### src/rtl/vic_pkg.sv
package vic_pkg;

  localparam int NUM_VEC  = 64;
  localparam int WORD_W   = 32;
  localparam int VID_W    = $clog2(NUM_VEC);
  localparam int ADDR_W   = 3;

  localparam logic [ADDR_W-1:0] ADR_EN_HI   = 3'd0;
  localparam logic [ADDR_W-1:0] ADR_EN_LO   = 3'd1;
  localparam logic [ADDR_W-1:0] ADR_PEND_HI = 3'd2;
  localparam logic [ADDR_W-1:0] ADR_PEND_LO = 3'd3;
  localparam logic [ADDR_W-1:0] ADR_SENSE   = 3'd4;
  localparam logic [ADDR_W-1:0] ADR_VECTOR  = 3'd5;

  // Stored sense-control bits: external group 8..14, port group 16..31
  localparam logic [WORD_W-1:0] SENSE_KEEP = 32'hFFFF_7F00;

  typedef enum logic [1:0] {
    KIND_NONE,
    KIND_LEVEL,
    KIND_EXT,
    KIND_PORT
  } src_kind_e;

  function automatic src_kind_e kind_of(int v);
    if (v == 0)              return KIND_NONE;
    if (v >= 19 && v <= 25)  return KIND_EXT;
    if (v >= 48)             return KIND_PORT;
    return KIND_LEVEL;
  endfunction

  // 1 selects the high word
  function automatic bit in_high(int v);
    return (v >= 16 && v <= 31) || (v >= 48);
  endfunction

  function automatic int bit_of(int v);
    if (v == 0)  return 0;
    if (v <= 15) return 16 - v;
    if (v <= 18) return 18 - v;
    if (v <= 30) return 33 - v;
    if (v == 31) return 15;
    if (v <= 47) return 63 - v;
    return v - 32;
  endfunction

  function automatic int sense_pos(int v);
    if (v >= 19 && v <= 25) return 33 - v;
    if (v >= 48)            return v - 32;
    return 0;
  endfunction

endpackage

### src/rtl/vic_sync.sv
module vic_sync #(
  parameter int STAGES = 2
) (
  input  logic clk,
  input  logic rst_n,
  input  logic d_in,
  output logic d_out
);

  logic [STAGES-1:0] chain_q;

  always_ff @(posedge clk or negedge rst_n) begin
    if (!rst_n) chain_q <= '1;
    else        chain_q <= {chain_q[STAGES-2:0], d_in};
  end

  assign d_out = chain_q[STAGES-1];

endmodule

### src/rtl/vic_src_cell.sv
module vic_src_cell
  import vic_pkg::*;
#(
  parameter int        STAGES = 2,
  parameter src_kind_e KIND   = KIND_LEVEL
) (
  input  logic clk,
  input  logic rst_n,
  input  logic line_n,
  input  logic sense_sel,
  input  logic clr,
  output logic pend
);

  logic line_s;
  logic prev_q;
  logic latch_q;
  logic fall_evt;
  logic rise_evt;
  logic edge_mode;
  logic set_evt;

  vic_sync #(.STAGES(STAGES)) u_sync (
    .clk  (clk),
    .rst_n(rst_n),
    .d_in (line_n),
    .d_out(line_s)
  );

  always_ff @(posedge clk or negedge rst_n) begin
    if (!rst_n) prev_q <= 1'b1;
    else        prev_q <= line_s;
  end

  assign fall_evt = prev_q & ~line_s;
  assign rise_evt = ~prev_q & line_s;

  generate
    if (KIND == KIND_EXT) begin : g_ext
      assign edge_mode = sense_sel;
      assign set_evt   = fall_evt;
    end else if (KIND == KIND_PORT) begin : g_port
      assign edge_mode = 1'b1;
      assign set_evt   = sense_sel ? fall_evt : (fall_evt | rise_evt);
    end else begin : g_lvl
      assign edge_mode = 1'b0;
      assign set_evt   = 1'b0;
    end
  endgenerate

  // An edge arriving with a clear in the same cycle wins
  always_ff @(posedge clk or negedge rst_n) begin
    if (!rst_n)         latch_q <= 1'b0;
    else if (!edge_mode) latch_q <= 1'b0;
    else                latch_q <= (latch_q & ~clr) | set_evt;
  end

  assign pend = edge_mode ? latch_q : ~line_s;

endmodule

### src/rtl/vic_wordmap.sv
module vic_wordmap
  import vic_pkg::*;
(
  input  logic [NUM_VEC-1:0] vec_bits,
  output logic [WORD_W-1:0]  hi_w,
  output logic [WORD_W-1:0]  lo_w
);

  generate
    for (genvar v = 0; v < NUM_VEC; v++) begin : g_map
      localparam int BP = bit_of(v);
      if (in_high(v)) begin : g_hi
        assign hi_w[BP] = vec_bits[v];
      end else begin : g_lo
        assign lo_w[BP] = vec_bits[v];
      end
    end
  endgenerate

endmodule

### src/rtl/vic_prio_enc.sv
module vic_prio_enc #(
  parameter int N    = 64,
  localparam int ID_W = $clog2(N)
) (
  input  logic [N-1:0]    req,
  output logic [ID_W-1:0] win,
  output logic            any
);

  always_comb begin
    win = '0;
    for (int i = N - 1; i >= 0; i--) begin
      if (req[i]) win = ID_W'(i);
    end
    any = |req;
  end

endmodule

### src/rtl/vec_irq_ctrl.sv
module vec_irq_ctrl
  import vic_pkg::*;
#(
  parameter int SYNC_STAGES = 2
) (
  input  logic              clk,
  input  logic              rst_n,
  input  logic [63:0]       src_n,
  input  logic [2:0]        bus_addr,
  input  logic              bus_we,
  input  logic [31:0]       bus_wdata,
  output logic [31:0]       bus_rdata,
  output logic              irq
);

  logic [NUM_VEC-1:0] mask_v;
  logic [NUM_VEC-1:0] pend_v;
  logic [NUM_VEC-1:0] clr_v;
  logic [WORD_W-1:0]  sense_q;
  logic [WORD_W-1:0]  mask_hi_w, mask_lo_w;
  logic [WORD_W-1:0]  pend_hi_w, pend_lo_w;
  logic [VID_W-1:0]   win_id;
  logic               any_act;

  // Sense-control word
  always_ff @(posedge clk or negedge rst_n) begin
    if (!rst_n) sense_q <= '0;
    else if (bus_we && bus_addr == ADR_SENSE) sense_q <= bus_wdata & SENSE_KEEP;
  end

  assign mask_v[0] = 1'b0;
  assign pend_v[0] = 1'b0;
  assign clr_v[0]  = 1'b0;

  generate
    for (genvar v = 1; v < NUM_VEC; v++) begin : g_vec
      localparam int              BP   = bit_of(v);
      localparam logic [ADDR_W-1:0] EN_A = in_high(v) ? ADR_EN_HI : ADR_EN_LO;
      localparam logic [ADDR_W-1:0] PD_A = in_high(v) ? ADR_PEND_HI : ADR_PEND_LO;
      localparam src_kind_e       KND  = kind_of(v);

      logic sel;

      always_ff @(posedge clk or negedge rst_n) begin
        if (!rst_n) mask_v[v] <= 1'b0;
        else if (bus_we && bus_addr == EN_A) mask_v[v] <= bus_wdata[BP];
      end

      assign clr_v[v] = bus_we && (bus_addr == PD_A) && bus_wdata[BP];

      if (KND == KIND_EXT || KND == KIND_PORT) begin : g_sel
        assign sel = sense_q[sense_pos(v)];
      end else begin : g_nosel
        assign sel = 1'b0;
      end

      vic_src_cell #(.STAGES(SYNC_STAGES), .KIND(KND)) u_cell (
        .clk      (clk),
        .rst_n    (rst_n),
        .line_n   (src_n[v]),
        .sense_sel(sel),
        .clr      (clr_v[v]),
        .pend     (pend_v[v])
      );
    end
  endgenerate

  vic_wordmap u_mask_map (
    .vec_bits(mask_v),
    .hi_w    (mask_hi_w),
    .lo_w    (mask_lo_w)
  );

  vic_wordmap u_pend_map (
    .vec_bits(pend_v),
    .hi_w    (pend_hi_w),
    .lo_w    (pend_lo_w)
  );

  vic_prio_enc #(.N(NUM_VEC)) u_prio (
    .req(pend_v & mask_v),
    .win(win_id),
    .any(any_act)
  );

  assign irq = any_act;

  always_comb begin
    case (bus_addr)
      ADR_EN_HI:   bus_rdata = mask_hi_w;
      ADR_EN_LO:   bus_rdata = mask_lo_w;
      ADR_PEND_HI: bus_rdata = pend_hi_w;
      ADR_PEND_LO: bus_rdata = pend_lo_w;
      ADR_SENSE:   bus_rdata = sense_q;
      ADR_VECTOR:  bus_rdata = {win_id, {(WORD_W-VID_W){1'b0}}};
      default:     bus_rdata = '0;
    endcase
  end

  wire unused_src0 = src_n[0];

endmodule

### config.mk
export PLATFORM = sky130hd
export DESIGN_NAME = vec_irq_ctrl
export DESIGN_NICKNAME = d
export VERILOG_FILES = /design/src/rtl/vic_pkg.sv /design/src/rtl/vic_sync.sv /design/src/rtl/vic_src_cell.sv /design/src/rtl/vic_wordmap.sv /design/src/rtl/vic_prio_enc.sv /design/src/rtl/vec_irq_ctrl.sv
export SDC_FILE = /design/constraint.sdc
export NUM_CORES = 1
export LEC_CHECK = 0
export ABC_CLOCK_PERIOD_IN_PS = 1700
export BUFFER_PORTS_ARGS = -buffer_cell sky130_fd_sc_hd__buf_2
export CORE_MARGIN = 3
export CORE_UTILIZATION = 52
export DETAILED_ROUTE_END_ITERATION = 10
export PLACE_DENSITY_LB_ADDON = 0.15
export RECOVER_POWER = 100
export REMOVE_ABC_BUFFERS = 1
export SLEW_MARGIN = 20
export SYNTH_ARGS = -nofsm -noshare
export SYNTH_HDL_FRONTEND = slang
export SYNTH_SLANG_ARGS = --single-unit
### constraint.sdc
create_clock -name clk -period 1.7 [get_ports clk]
set_clock_uncertainty 0.1 [all_clocks]
set_input_delay 0.17 -clock clk [delete_from_list [all_inputs] [get_ports clk]]
set_output_delay 0.17 -clock clk [all_outputs]
set_load 0.02 [all_outputs]
## Word-level counts from Yosys, hierarchy flattened

Index checks and enable logic that the tools add are counted.

| word-level totals | value |
|---|---|
| register bits | 258 |
| latch bits | 0 |
| bits in writable memories | 0 |
| memory bits (read-only) | 0 |
| input port bits | 102 |
| output and inout port bits | 33 |
| memories | 0 |

| cells by class | value |
|---|---|
| add/subtract/negate cells | 0 |
| multipliers | 0 |
| div/mod/pow operators | 0 |
| order comparisons | 0 |
| equality and inequality tests | 5 |
| shift operators | 0 |
| muxes and demuxes | 95 |
| bitwise operators | 204 |
| reduce and logical (&&, ||, !) cells | 29 |

Operator list:

| operator | count |
|---|---|
| $mux 6 | 64 |
| $pmux 32 s6 | 1 |
| $not 1->1 | 102 |
| $and 64x64->64 | 1 |
| $reduce_or 64->1 | 1 |
| $and 1x1->1 | 62 |
| $or 1x1->1 | 39 |
| $mux 1 | 30 |
| $logic_and 1x1->1 | 27 |
| $eq 3x2->1 const B | 2 |
| $eq 3x3->1 const B | 2 |
| $eq 3x1->1 const B | 1 |
| $logic_not 3->1 | 1 |

## Depth between registers and ports, before layout

Gate-level depths: netlist of the first run.

| logic depth | value |
|---|---|
| depth in word-level cells | 68 |
| mapped depth | 8 |
| gate-level depth less buffers | 6 |

## Cells and area by module

Synthesis of the first run repeated with hierarchy kept, for this count alone.

| unflattened totals | value |
|---|---|
| cells, all modules | 1079 |
| area total of the unflattened synthesis | 12873.6 um^2 |

By module, submodules not included:

| module | instances | cells an instance | area each (um^2) | sequential area each (um^2) |
|---|---|---|---|---|
| vec_irq_ctrl | 1 | 479 | 5501.5 | 2152.1 |
| vic_sync | 63 | 2 | 52.6 | 52.6 |
| vic_src_cell at g_vec[48].u_cell ... | 16 | 7 | 90.1 | 51.3 |
| vic_wordmap | 2 | 64 | 480.5 | 0.0 |
| vic_prio_enc | 1 | 145 | 887.1 | 0.0 |
| vic_src_cell at g_vec[19].u_cell ... | 7 | 7 | 88.8 | 51.3 |
| vic_src_cell at g_vec[10].u_cell ... | 40 | 1 | 3.8 | 0.0 |

## Worst setup path after synthesis of the first run

Ideal clock, no wire load.

| timing | value |
|---|---|
| path type | register to output |
| from | register g_vec[13].u_cell.u_sync.chain_q[1] |
| to | output port bus_rdata[31] |
| data arrival time | 1924 ps |
| path slack | -494 ps |
| stages on the path, launching flop included | 7 |
| buffers on the path | 0 |
| cell sequence | dfstp_2 nand2b_1 nand4_1 or3_1 nor2b_1 nand3_1 o31ai_1 |

| between the ends | value |
|---|---|
| cells in the longest elaborated chain, start to end | 17 |

RTL lines:

| item | line | text |
|---|---|---|
| start: declaration | vic_sync.sv:10 | `logic [STAGES-1:0] chain_q;` |
| start signal: assignment | vic_sync.sv:14 | `else chain_q <= {chain_q[STAGES-2:0], d_in};` |
| $not 1->1 | - |  |
| $and 64x64->64 | vec_irq_ctrl.sv:81 | `.req(pend_v & mask_v),` |
| $mux 6 (14 in series) | vic_prio_enc.sv:13 | `if (req[i]) win = ID_W'(i);` |
| $pmux 32 s6 | vec_irq_ctrl.sv:89 | `case (bus_addr)` |
| end: declaration | vec_irq_ctrl.sv:12 | `output logic [31:0] bus_rdata,` |

Every way passes these cells.

## Final worst setup path of the first run

| timing | value |
|---|---|
| from | register g_vec[24].u_cell.u_sync.chain_q[1] |
| to | output port bus_rdata[28] |

| between the ends | value |
|---|---|
| cells in the longest elaborated chain, start to end | 29 |

RTL lines:

| item | line | text |
|---|---|---|
| start: declaration | vic_sync.sv:10 |  |
| start signal: assignment | vic_sync.sv:14 |  |
| $not 1->1 | vic_src_cell.sv:58 | `assign pend = edge_mode ? latch_q : ~line_s;` |
| $mux 1 | vic_src_cell.sv:58 |  |
| $and 64x64->64 | vec_irq_ctrl.sv:81 |  |
| $mux 6 (25 in series) | vic_prio_enc.sv:13 |  |
| $pmux 32 s6 | vec_irq_ctrl.sv:89 |  |

Every way passes these cells.

==> impl_results.md, run 1 <==
* Wire length of the first global-routing pass at 48,100 microns
* Grt total ovfl at 0
* Worst hold start: src_n[23]
* Result of the run: finished with violations
* Antenna violations before repair at 2
* Share of the cycle needed by the critical path after routing at 162%
* Total design power at 18.7 mW
* Total wirelength of the detailed-routed design at 30,900 microns
* Worst setup slack after placement at -0.644 ns
* Worst slew margin relative to its limit at 3.52%
* Slew Limit Fails at 0
* Maximum number of pins on one net before global-route repair at 54
* Leading cell type in the layout, fill and taps excluded: sky130_fd_sc_hd__buf_4
* Skew-Pair Late Insertion Delay at approximately 0.55 ns
* Total clock buffers created by CTS at 28
* Internal power at 13.7 mW
* Row cnt at 52
* Clock slew at reported path FFs at ~0.060 ns
* Die Span Y at 151 microns
* Combinational power share at 24.2%
* Placeable core area at a little over 20,000 sq um
* Total of flip-flops plus latches after synthesis at 258
* Number of optimization iterations in the first detailed-route pass at 5
* Depth of the worst register-to-register path at 4
* Count of boundary I/O pins at 135
* CTS tree: done
* Min-Delay Path Depth at 2
* Floorplan die area at 22,900 sq um
* Placed standard-cell area at 13,300 sq um
* Power dissipated by switching net loads at 5.07 mW
* Number of failing hold endpoints at the final stage at 0
* Final Wtd Congestion at 0.931
* Average cell area after synthesis at 13.0 sq um
* Cell type with the highest aggregate area in the netlist: sky130_fd_sc_hd__dfstp_2
* Unrepaired setup endpoints after global routing: yes
* Worst Path Max Fanout at 2
* Commonest register cell after synthesis: sky130_fd_sc_hd__dfstp_2
* Nature of the critical path endpoint: output pin
* Routed len/inst at 19.6 microns
* Highest ir drop seen on vdd at 1140 uV
* Final antenna-violating net count at 0
* Placed wire-length estimate after detailed placement at 20,600 microns
* Reg-to-reg startpoint: g_vec[59].u_cell.u_sync.chain_q[1]
* Portion of total power attributed to the clock network at between 30% and 40%
* Power Dens Cells at approximately 1200 nW/um^2
* Commonest non-fill, non-tap cells in the layout: 180 x sky130_fd_sc_hd__buf_4, 129 x sky130_fd_sc_hd__dfstp_2, 107 x sky130_fd_sc_hd__dfrtp_1
* Mapped Area at 11,000 sq um
* Required time of the critical path at 1.43 ns
* Unique masters post-synth at 73
* Top achievable clock speed at 364 MHz
* Cell area after layout at 16,200 sq um
* Total global routing track utilization at 27.4%
* Floorplan die width at 151 microns
* Startpoint type of the worst setup path: flop
* Setup Viol. Count Final at 83
* Top-area cell type share of the netlist area at a little over a third
* Hold Crit Class: in2reg
* Root cell of the clock tree: sky130_fd_sc_hd__clkbuf_16
* Synth Warn # at 0
* Net count of the finished layout at 1,403
* Via density at 5.33
* Via count of the first global-routing pass at 9,044
* Post-synthesis async set-or-reset flop share at 100%
* Sequential share of power at between 40% and 50%
* Effective utilization at floorplan at 53.5%
* DRC viols at 0
* Total of max-cap violations at 0
* Clock H-tree levels at 1
* Least setup slack across all paths after layout at -1.05 ns
* Violated checks: setup timing
* Routed via count at approximately 8,400
* Growth of design area from synthesis to finish at 47.2%
* Fraction of the yosys area taken by sequential cells at between 60% and 70%
* CTS Buffer Depth at 3
* Worst EP arrival at 2.48 ns
* Slack of the worst reg-to-reg path at 0.32 ns
* Area contributors post-synth: sky130_fd_sc_hd__dfstp_2 36%, sky130_fd_sc_hd__dfrtp_1 25%, sky130_fd_sc_hd__mux2_2 7.3%, sky130_fd_sc_hd__mux4_2 3.5%, sky130_fd_sc_hd__nand2_1 2.2%
* Switching share of power at 27.1%
* PortBufs at 133
* Setup TNS at -19.19 ns
* Launch point of the critical path: g_vec[24].u_cell.u_sync.chain_q[1]
* Gate count of the mapped netlist at approximately 850
* Final period demand of the worst path at 2.75 ns
* Static Leakage at around 7.2 nW
* Number of enable flip-flop cells after synthesis at 0
* Sink count of the clock tree at roughly 260
* Classification of the worst setup path: reg2out
* Fraction of final layout cells sized beyond drive strength 1 at 54.2%
* Count of routing violations after the opening detailed-route iteration at 488
* Slew at the pin closest to its max-slew limit at 1.45 ns
## kinds of logic after synthesis
| group | count (synthesis) | share of synthesized area, % |
|---|---|---|
| flops | 258 | 60.5 |
| mux | 114 | 13.2 |
| simple gates | 224 | 10.7 |
| buf+inv | 73 | 3.15 |
| fa+ha+maj | 16 | 1.82 |
| compound gates | 162 | 10.6 |
## sequential cells by signal, summed over array words and instances (netlist names)
name and flops:
g_vec.u_cell.prev_q 23, g_vec.u_cell.latch_q 7, g_vec.u_cell.u_sync.chain_q 126, mask_v 63, g_vec.u_cell.pend 16, sense_q 23
## metal layers
layer / wire, microns / up-vias / GRT usage (%) / share of wire [%]
met3: 1430 / 60 / 4.16 / 4.6
met1: 13600 / 4226 / 37.3 / 44
met2: 15000 / 224 / 45.8 / 49
li1: - / 3908 / - / -
met4: 837 / 0 / 7.98 / 2.7
met5: 0 / - / 0 / 0
## path summary, 6_finish.rpt
check,endpoint
min in group asynchronous,g_vec[24].u_cell.latch_q
worst max register to register,g_vec[59].u_cell.pend
worst min-delay path,g_vec[23].u_cell.u_sync.chain_q[0]
worst min register to register,g_vec[62].u_cell.u_sync.chain_q[1]
max in group asynchronous,g_vec[3].u_cell.u_sync.chain_q[1]
worst max-delay path,bus_rdata[28]
## cells in the mapped netlist (all sizes together), types with 18 or more instances
master / n
nand2: 65
buf: 25
nor2b: 30
inv: 45
a221o: 18
dfstp: 149
dfrtp: 109
o21ai: 39
nor2: 52
mux2i: 19
mux2: 78
a21oi: 31
nand2b: 30
## final cells by class
cell class              instances  area [sq um]
flip-flops and latches        258          6650
inverters                      45           169
repair buffers                436          3410
diodes                          2          5.00
clock inverters                13           211
well taps                     270           338
clock buffers                  39           833
multi-input cells             516          4540
fillers                      1229          4340
## what timing repair did
action                     4_1_cts  5_1_grt
buffers inserted                15       11
setup endpoints to repair       33       33
hold buffers                    96        0
hold endpoints to repair       307        0
gates resized for setup        146       65
cloned                           0        0
pin swaps                       45       33
## stage by stage
| stage | cells | utilization (%) | hold WS [ns] |
|---|---|---|---|
| 2_1_floorplan | 819 | - | -0.226 |
| 3_3_place_gp | 1412 | 65.0 | 0.0213 |
| 3_5_place_dp | 1412 | 65.0 | 0.0199 |
| 4_1_cts | 1571 | 77.8 | 0.0466 |
| 5_1_grt | 1579 | 78.8 | 0.162 |
| 6_report | 1579 | 78.8 | 0.159 |
## worst max-delay path, cell delays in order, from the launching register on
cell	delay, ns
sky130_fd_sc_hd__dfstp_2	0.55
sky130_fd_sc_hd__nor2_4	0.05
sky130_fd_sc_hd__o21ai_4	0.15
sky130_fd_sc_hd__buf_6	0.13
sky130_fd_sc_hd__nand3b_1	0.17
sky130_fd_sc_hd__buf_4	0.20
sky130_fd_sc_hd__o21ba_4	0.21
sky130_fd_sc_hd__o2111ai_2	0.11
sky130_fd_sc_hd__o21ai_2	0.22
sky130_fd_sc_hd__buf_6	0.15
## power groups by stage
stage          registers (mW)  logic [mW]  clock network [mW]
2_1_floorplan            7.42        1.71                   0
3_3_place_gp             7.50        3.53                   0
3_5_place_dp             7.52        3.59                   0
4_1_cts                  7.50        4.24                6.75
5_1_grt                  7.61        4.87                6.99
6_report                 7.52        4.54                6.66
No activity file was read; power rests on OpenSTA's default activity.
==> run 2: changes to the inputs <==
--- a/config.mk
+++ b/config.mk
@@ -13,6 +13,7 @@
 export PLACE_DENSITY_LB_ADDON = 0.15
 export RECOVER_POWER = 100
 export REMOVE_ABC_BUFFERS = 1
+export SETUP_SLACK_MARGIN = 0.2
 export SLEW_MARGIN = 20
 export SYNTH_ARGS = -nofsm -noshare
 export SYNTH_HDL_FRONTEND = slang
==> impl_results.md, run 2 (synthesis gave the netlist of run 1 again) <==
* Slew at the pin closest to its max-slew limit at 1.40 ns
* Routed len/inst at 19.6 microns
* Routed via count at between 8,000 and 9,000
* Slew Limit Fails at 0
* Depth of the worst register-to-register path at 4
* Number of optimization iterations in the first detailed-route pass at 5
* Combinational power share at 24.1%
* Total wirelength of the detailed-routed design at 31,000 microns
* Result of the run: finished with violations
* Total design power at 18.7 mW
* Die Span Y at 151 microns
* Worst setup slack after placement at -0.644 ns
* Floorplan die width at roughly 150 microns
* Setup Viol. Count Final at 92
* Via density at 5.36
* Sink count of the clock tree at 258
* Share of the cycle needed by the critical path after routing at 162%
* CTS tree: done
* Registers with the most flip-flops: g_vec.u_cell.u_sync.chain_q x126, mask_v x63
* Portion of total power attributed to the clock network at a little over a third
* Clock H-tree levels at 1
* Internal power at roughly 14 mW
* Violated checks: setup timing
* Worst slew margin relative to its limit at 6.44%
* Startpoint type of the worst setup path: flop
* Worst hold slack across all endpoints at 0.161 ns
* Total clock buffers created by CTS at 28
* Static Leakage at 7.19 nW
* PortBufs at 133
* Final antenna-violating net count at 0
* Clock slew at reported path FFs at roughly 0.060 ns
* Min-Delay Path Depth at 2
* Final Wtd Congestion at a little over 0.9
* Placed wire-length estimate after detailed placement at a little over 20,000 microns
* Commonest non-fill, non-tap cells in the layout: 182 x sky130_fd_sc_hd__buf_4, 131 x sky130_fd_sc_hd__dfstp_2, 106 x sky130_fd_sc_hd__dfrtp_1
* Root cell of the clock tree: sky130_fd_sc_hd__clkbuf_16
* Count of routing violations after the opening detailed-route iteration at 458
* Leading cell type in the layout, fill and taps excluded: sky130_fd_sc_hd__buf_4
* DRC viols at 0
* Setup TNS at -20.10 ns
* CTS Buffer Depth at 3
* Register bank with the most flops: g_vec.u_cell.u_sync.chain_q
* Placeable core area at 20,500 sq um
* Utilization of the core after routing at 78.7%
* Final period demand of the worst path at roughly 2.7 ns
* Fraction of final layout cells sized beyond drive strength 1 at 53.9%
* Classification of the worst setup path: reg2out
* Via count of the first global-routing pass at 8,995
* Wire length of the first global-routing pass at 48,100 microns
* Nature of the critical path endpoint: output pin
* Row cnt at 52
* Worst Path Max Fanout at 2
* Power Dens Cells at 1160 nW/um^2
* Growth of design area from synthesis to finish at 47.0%
* Required time of the critical path at 1.43 ns
* Unrepaired setup endpoints after global routing: yes
* Net count of the finished layout at 1,407
* Antenna violations before repair at 1
* Floorplan die area at 22,900 sq um
* Grt total ovfl at 0
* Sequential share of power at 40.3%
* Count of boundary I/O pins at 135
* Highest ir drop seen on vdd at ~1100 uV
* Number of failing hold endpoints at the final stage at 0
* Switching share of power at 26.9%
* Flip-flop count of the largest register after layout at 126
* Power dissipated by switching net loads at 5.01 mW
* Total of max-cap violations at 0
* Effective utilization at floorplan at a little over half
* Least setup slack across all paths after layout at -1.05 ns
* Top achievable clock speed at around 360 MHz
* Worst EP arrival at roughly 2.5 ns
* Total global routing track utilization at 27.4%
* Skew-Pair Late Insertion Delay at between 0.5 and 0.6 ns
* Maximum number of pins on one net before global-route repair at 54
* Hold Crit Class: in2reg
run 2: cell types whose count changed in the layout (fill, tap and decap cells not counted), sizes merged:
cell,before,now
buf,321,328
clkbuf,58,55
clkinv,8,7
diode,2,1
inv,44,45
run 2: layer usage:
layer  track usage [%]  up-vias  wire, microns
met1              37.7     4280          13600
met4              7.03        0            786
met3              3.74       56           1420
met5                 0        -              0
li1                  -     3913              -
met2              46.0      230          15200
run 2: critical path, cell delays in order (launching register included):
cell and delay (ns):
sky130_fd_sc_hd__dfstp_2 0.55, sky130_fd_sc_hd__nor2_4 0.05, sky130_fd_sc_hd__o21ai_4 0.13, sky130_fd_sc_hd__buf_6 0.13, sky130_fd_sc_hd__nand3b_1 0.16, sky130_fd_sc_hd__nor4_4 0.33
sky130_fd_sc_hd__nand3_2 0.14, sky130_fd_sc_hd__o31ai_4 0.29, sky130_fd_sc_hd__buf_6 0.16
run 2: cell type report:
cell class | count | area, sq um
sequential | 258 | 6650
fill | 1237 | 4370
antenna | 1 | 2.50
timing repair buffer | 440 | 3460
clock buffer | 39 | 833
inverter | 45 | 169
clock inverter | 13 | 211
multi-input combinational | 516 | 4470
tap | 270 | 338
run 2: path summary, 6_finish.rpt:
path | from | to | slack, ns
min | src_n[23] | g_vec[23].u_cell.u_sync.chain_q[0] | 0.16
max in group asynchronous | rst_n | g_vec[3].u_cell.u_sync.chain_q[1] | 0.03
max | g_vec[24].u_cell.u_sync.chain_q[1] | bus_rdata[31] | -1.05
min reg2reg | g_vec[62].u_cell.u_sync.chain_q[0] | g_vec[62].u_cell.u_sync.chain_q[1] | 0.25
max reg2reg | g_vec[59].u_cell.u_sync.chain_q[1] | g_vec[59].u_cell.pend | 0.29
min in group asynchronous | rst_n | g_vec[24].u_cell.latch_q | 0.40
run 2: power by group through the flow:
stage,Combinational [mW],Clock [mW],Sequential (mW)
floorplan,1.71,0,7.42
global placement,3.53,0,7.50
detailed placement,3.59,0,7.52
CTS,4.27,6.75,7.50
global route,4.84,6.99,7.60
finish,4.50,6.64,7.51
run 2: repair_timing:
action / in CTS / in global routing
setup endpoints to repair: 33 / 33
resized for setup: 148 / 47
pin swaps: 44 / 22
endpoints found under the hold margin: 307 / 0
hold buffers: 96 / 0
setup buffers: 15 / 6
run 2: per-stage QoR:
| stage | cells | cell area, sq um |
|---|---|---|
| finish | 1582 | 16100 |
| global route | 1582 | 16100 |
| CTS | 1575 | 16000 |
| detailed placement | 1412 | 13300 |
| global placement | 1412 | 13300 |
| floorplan | 819 | 10800 |
==> run 3: changes to the inputs <==
--- a/config.mk
+++ b/config.mk
@@ -7,8 +7,10 @@
 export LEC_CHECK = 0
 export ABC_CLOCK_PERIOD_IN_PS = 1700
 export BUFFER_PORTS_ARGS = -buffer_cell sky130_fd_sc_hd__buf_2
+export CELL_PAD_IN_SITES_DETAIL_PLACEMENT = 1
+export CELL_PAD_IN_SITES_GLOBAL_PLACEMENT = 1
 export CORE_MARGIN = 3
-export CORE_UTILIZATION = 52
+export CORE_UTILIZATION = 43
 export DETAILED_ROUTE_END_ITERATION = 10
 export PLACE_DENSITY_LB_ADDON = 0.15
 export RECOVER_POWER = 100
==> impl_results.md, run 3 (synthesis gave the netlist of run 1 again) <==
* Unrepaired setup endpoints after global routing: yes
* Register area at roughly 6600 sq um
* Register bank with the most flops: g_vec.u_cell.u_sync.chain_q
* Wire length of the first global-routing pass at 56,800 microns
* Worst path top cell family by delay: compound AO/OA/AOI/OAI gates
* Via count of the first global-routing pass at roughly 10,000
* Nature of the critical path endpoint: output pin
* Fraction of final layout cells sized beyond drive strength 1 at 54.3%
* Worst-path cell with the longest stage delay: sky130_fd_sc_hd__dfrtp_2
* Root cell of the clock tree: sky130_fd_sc_hd__clkbuf_16
* CP dominant cell by count: sky130_fd_sc_hd__buf_4
* Count of routing violations after the opening detailed-route iteration at 568
* Commonest non-fill, non-tap cells in the layout: 168 x sky130_fd_sc_hd__buf_4, 123 x sky130_fd_sc_hd__dfstp_2, 108 x sky130_fd_sc_hd__dfrtp_1
* Slack of the worst reg-to-reg path at 0.30 ns
* Crit path cell chain: and2_4 -> o21ai_4 -> a221o_1 -> a21oi_1 -> a2111oi_2 -> buf_4 -> a31o_1 -> buf_4
* PortBufs at 133
* Floorplan die width at 166 microns
* Fill cell count at 2,423
* Flip-flop count of the largest register after layout at 126
* Reg-to-reg startpoint: g_vec[52].u_cell.u_sync.chain_q[1]
* Worst Path Max Fanout at 3
* Grt total ovfl at 0
* Startpoint type of the worst setup path: flop
* Multi-input gate area in the final layout at 4580 sq um
* Row cnt at 57
* CTS tree: done
* Routed via count at 8,882
* Final Wtd Congestion at a little over 0.9
* Total wirelength of the detailed-routed design at 38,300 microns
* Worst slew margin relative to its limit at -10.1%
* Number of failing hold endpoints at the final stage at 0
* Required time of the critical path at between 1 and 1.5 ns
* Top achievable clock speed at 346 MHz
* Growth of design area from synthesis to finish at 47.1%
* Via density at 5.48
* Worst hold start: src_n[54]
* Final period demand of the worst path at 2.89 ns
* Maximum number of pins on one net before global-route repair at 50
* Total global routing track utilization at around a quarter
* Routed len/inst at 23.7 microns
* Worst setup slack after placement at -0.778 ns
* Violated checks: capacitance limit, slew limit, setup timing
* Worst Path Buf+Inv at 2
* Number of antenna repair diodes at 0
* Depth of the worst register-to-register path at 4
* Antenna violations before repair at 0
* Placed wire-length estimate after detailed placement at 23,500 microns
* Classification of the worst setup path: reg2out
* Cell area after layout at around 16,000 sq um
* Final antenna-violating net count at 0
* Reg-to-reg critical path endpoint: g_vec[52].u_cell.pend
* Floorplan die area at about 27,000 sq um
* Delay of the slowest critical-path stage at 0.44 ns
* Net count of the finished layout at 1,392
* CTS Buffer Depth at 3
* Number of optimization iterations in the first detailed-route pass at 5
* Total of max-cap violations at 1
* Worst EP arrival at 2.62 ns
* Clock H-tree levels at 1
* Die Span Y at between 150 and 200 microns
* Leading cell type in the layout, fill and taps excluded: sky130_fd_sc_hd__buf_4
* Static Leakage at 7.13 nW
* Slew at the pin closest to its max-slew limit at 1.65 ns
* Slew Limit Fails at 46
* Total clock buffers created by CTS at 28
* Placeable core area at 24,700 sq um
* Min-Delay Path Depth at 2
* Registers with the most flip-flops: g_vec.u_cell.u_sync.chain_q x126, mask_v x63
* Clock slew at reported path FFs at 0.07 ns
* Power Dens Cells at 1150 nW/um^2
* Setup Viol. Count Final at 181
* Share of the cycle needed by the critical path after routing at 170%
* Sink count of the clock tree at 258
* Highest ir drop seen on vdd at 940 uV
* Count of boundary I/O pins at 135
* Worst hold endpoint: g_vec[54].u_cell.u_sync.chain_q[0]
* Skew-Pair Late Insertion Delay at 0.56 ns
* Effective utilization at floorplan at 44.5%
* DRC viols at 0
* Result of the run: finished with violations
* Placed standard-cell area at between 10,000 and 15,000 sq um
* Least setup slack across all paths after layout at -1.19 ns
* Hold Crit Class: in2reg
## run 3: final cells by class
cell class | instances | area share [%]
flip-flops and latches | 258 | 41.2
inverters | 45 | 1.05
well taps | 324 | 2.51
multi-input cells | 516 | 28.4
clock buffers | 37 | 4.80
clock inverters | 15 | 1.10
repair buffers | 425 | 21.0
## run 3: routing by layer
metal | GRT usage [%] | vias to the layer above | routed length, microns | part of all wire, %
met5 | 0 | - | 0 | 0
met4 | 6.87 | 0 | 1270 | 3.3
met3 | 4.07 | 91 | 1820 | 4.8
met2 | 45.8 | 317 | 19700 | 51
met1 | 33.5 | 4600 | 15600 | 41
li1 | - | 3874 | - | -
## run 3: metrics by stage
step | std cells | power (mW) | util [%] | hold WS, ns | setup TNS (ns)
6_report | 1620 | 18.6 | 65.4 | 0.149 | -30.60
3_5_place_dp | 1454 | 11.2 | 54.1 | 0.0289 | -30.59
2_1_floorplan | 819 | 9.13 | - | -0.226 | -78.73
4_1_cts | 1613 | 18.1 | 64.1 | 0.0516 | -18.11
3_3_place_gp | 1454 | 11.0 | 54.1 | 0.0318 | -28.37
5_1_grt | 1620 | 19.3 | 65.4 | 0.137 | -71.62
## run 3: repair_timing
item,in CTS,in global routing
endpoints found under the hold margin,298,0
hold buffers,96,0
pin swaps,36,28
buffers inserted,11,7
setup endpoints to repair,33,56
gates resized for setup,133,82
## run 3: how the worst max path moves through the flow
stage,to,from,cells after the start,slack [ns]
final,bus_rdata[27],sense_q[13],8,-1.19
after global routing,bus_rdata[31],g_vec[46].u_cell.u_sync.chain_q[1],9,-1.25
after CTS,bus_rdata[31],g_vec[23].u_cell.u_sync.chain_q[1],8,-1.15
after detailed placement,bus_rdata[27],g_vec[17].u_cell.u_sync.chain_q[1],8,-0.78
after global placement,bus_rdata[27],g_vec[17].u_cell.u_sync.chain_q[1],8,-0.75
after floorplan,mask_v[10],bus_addr[2],4,-1.94
## run 3: where the power goes
part	internal, mW	switching, mW
sequential	6.96	0.614
combinational	2.46	2.24
clock	3.68	2.62
total	13.1	5.48
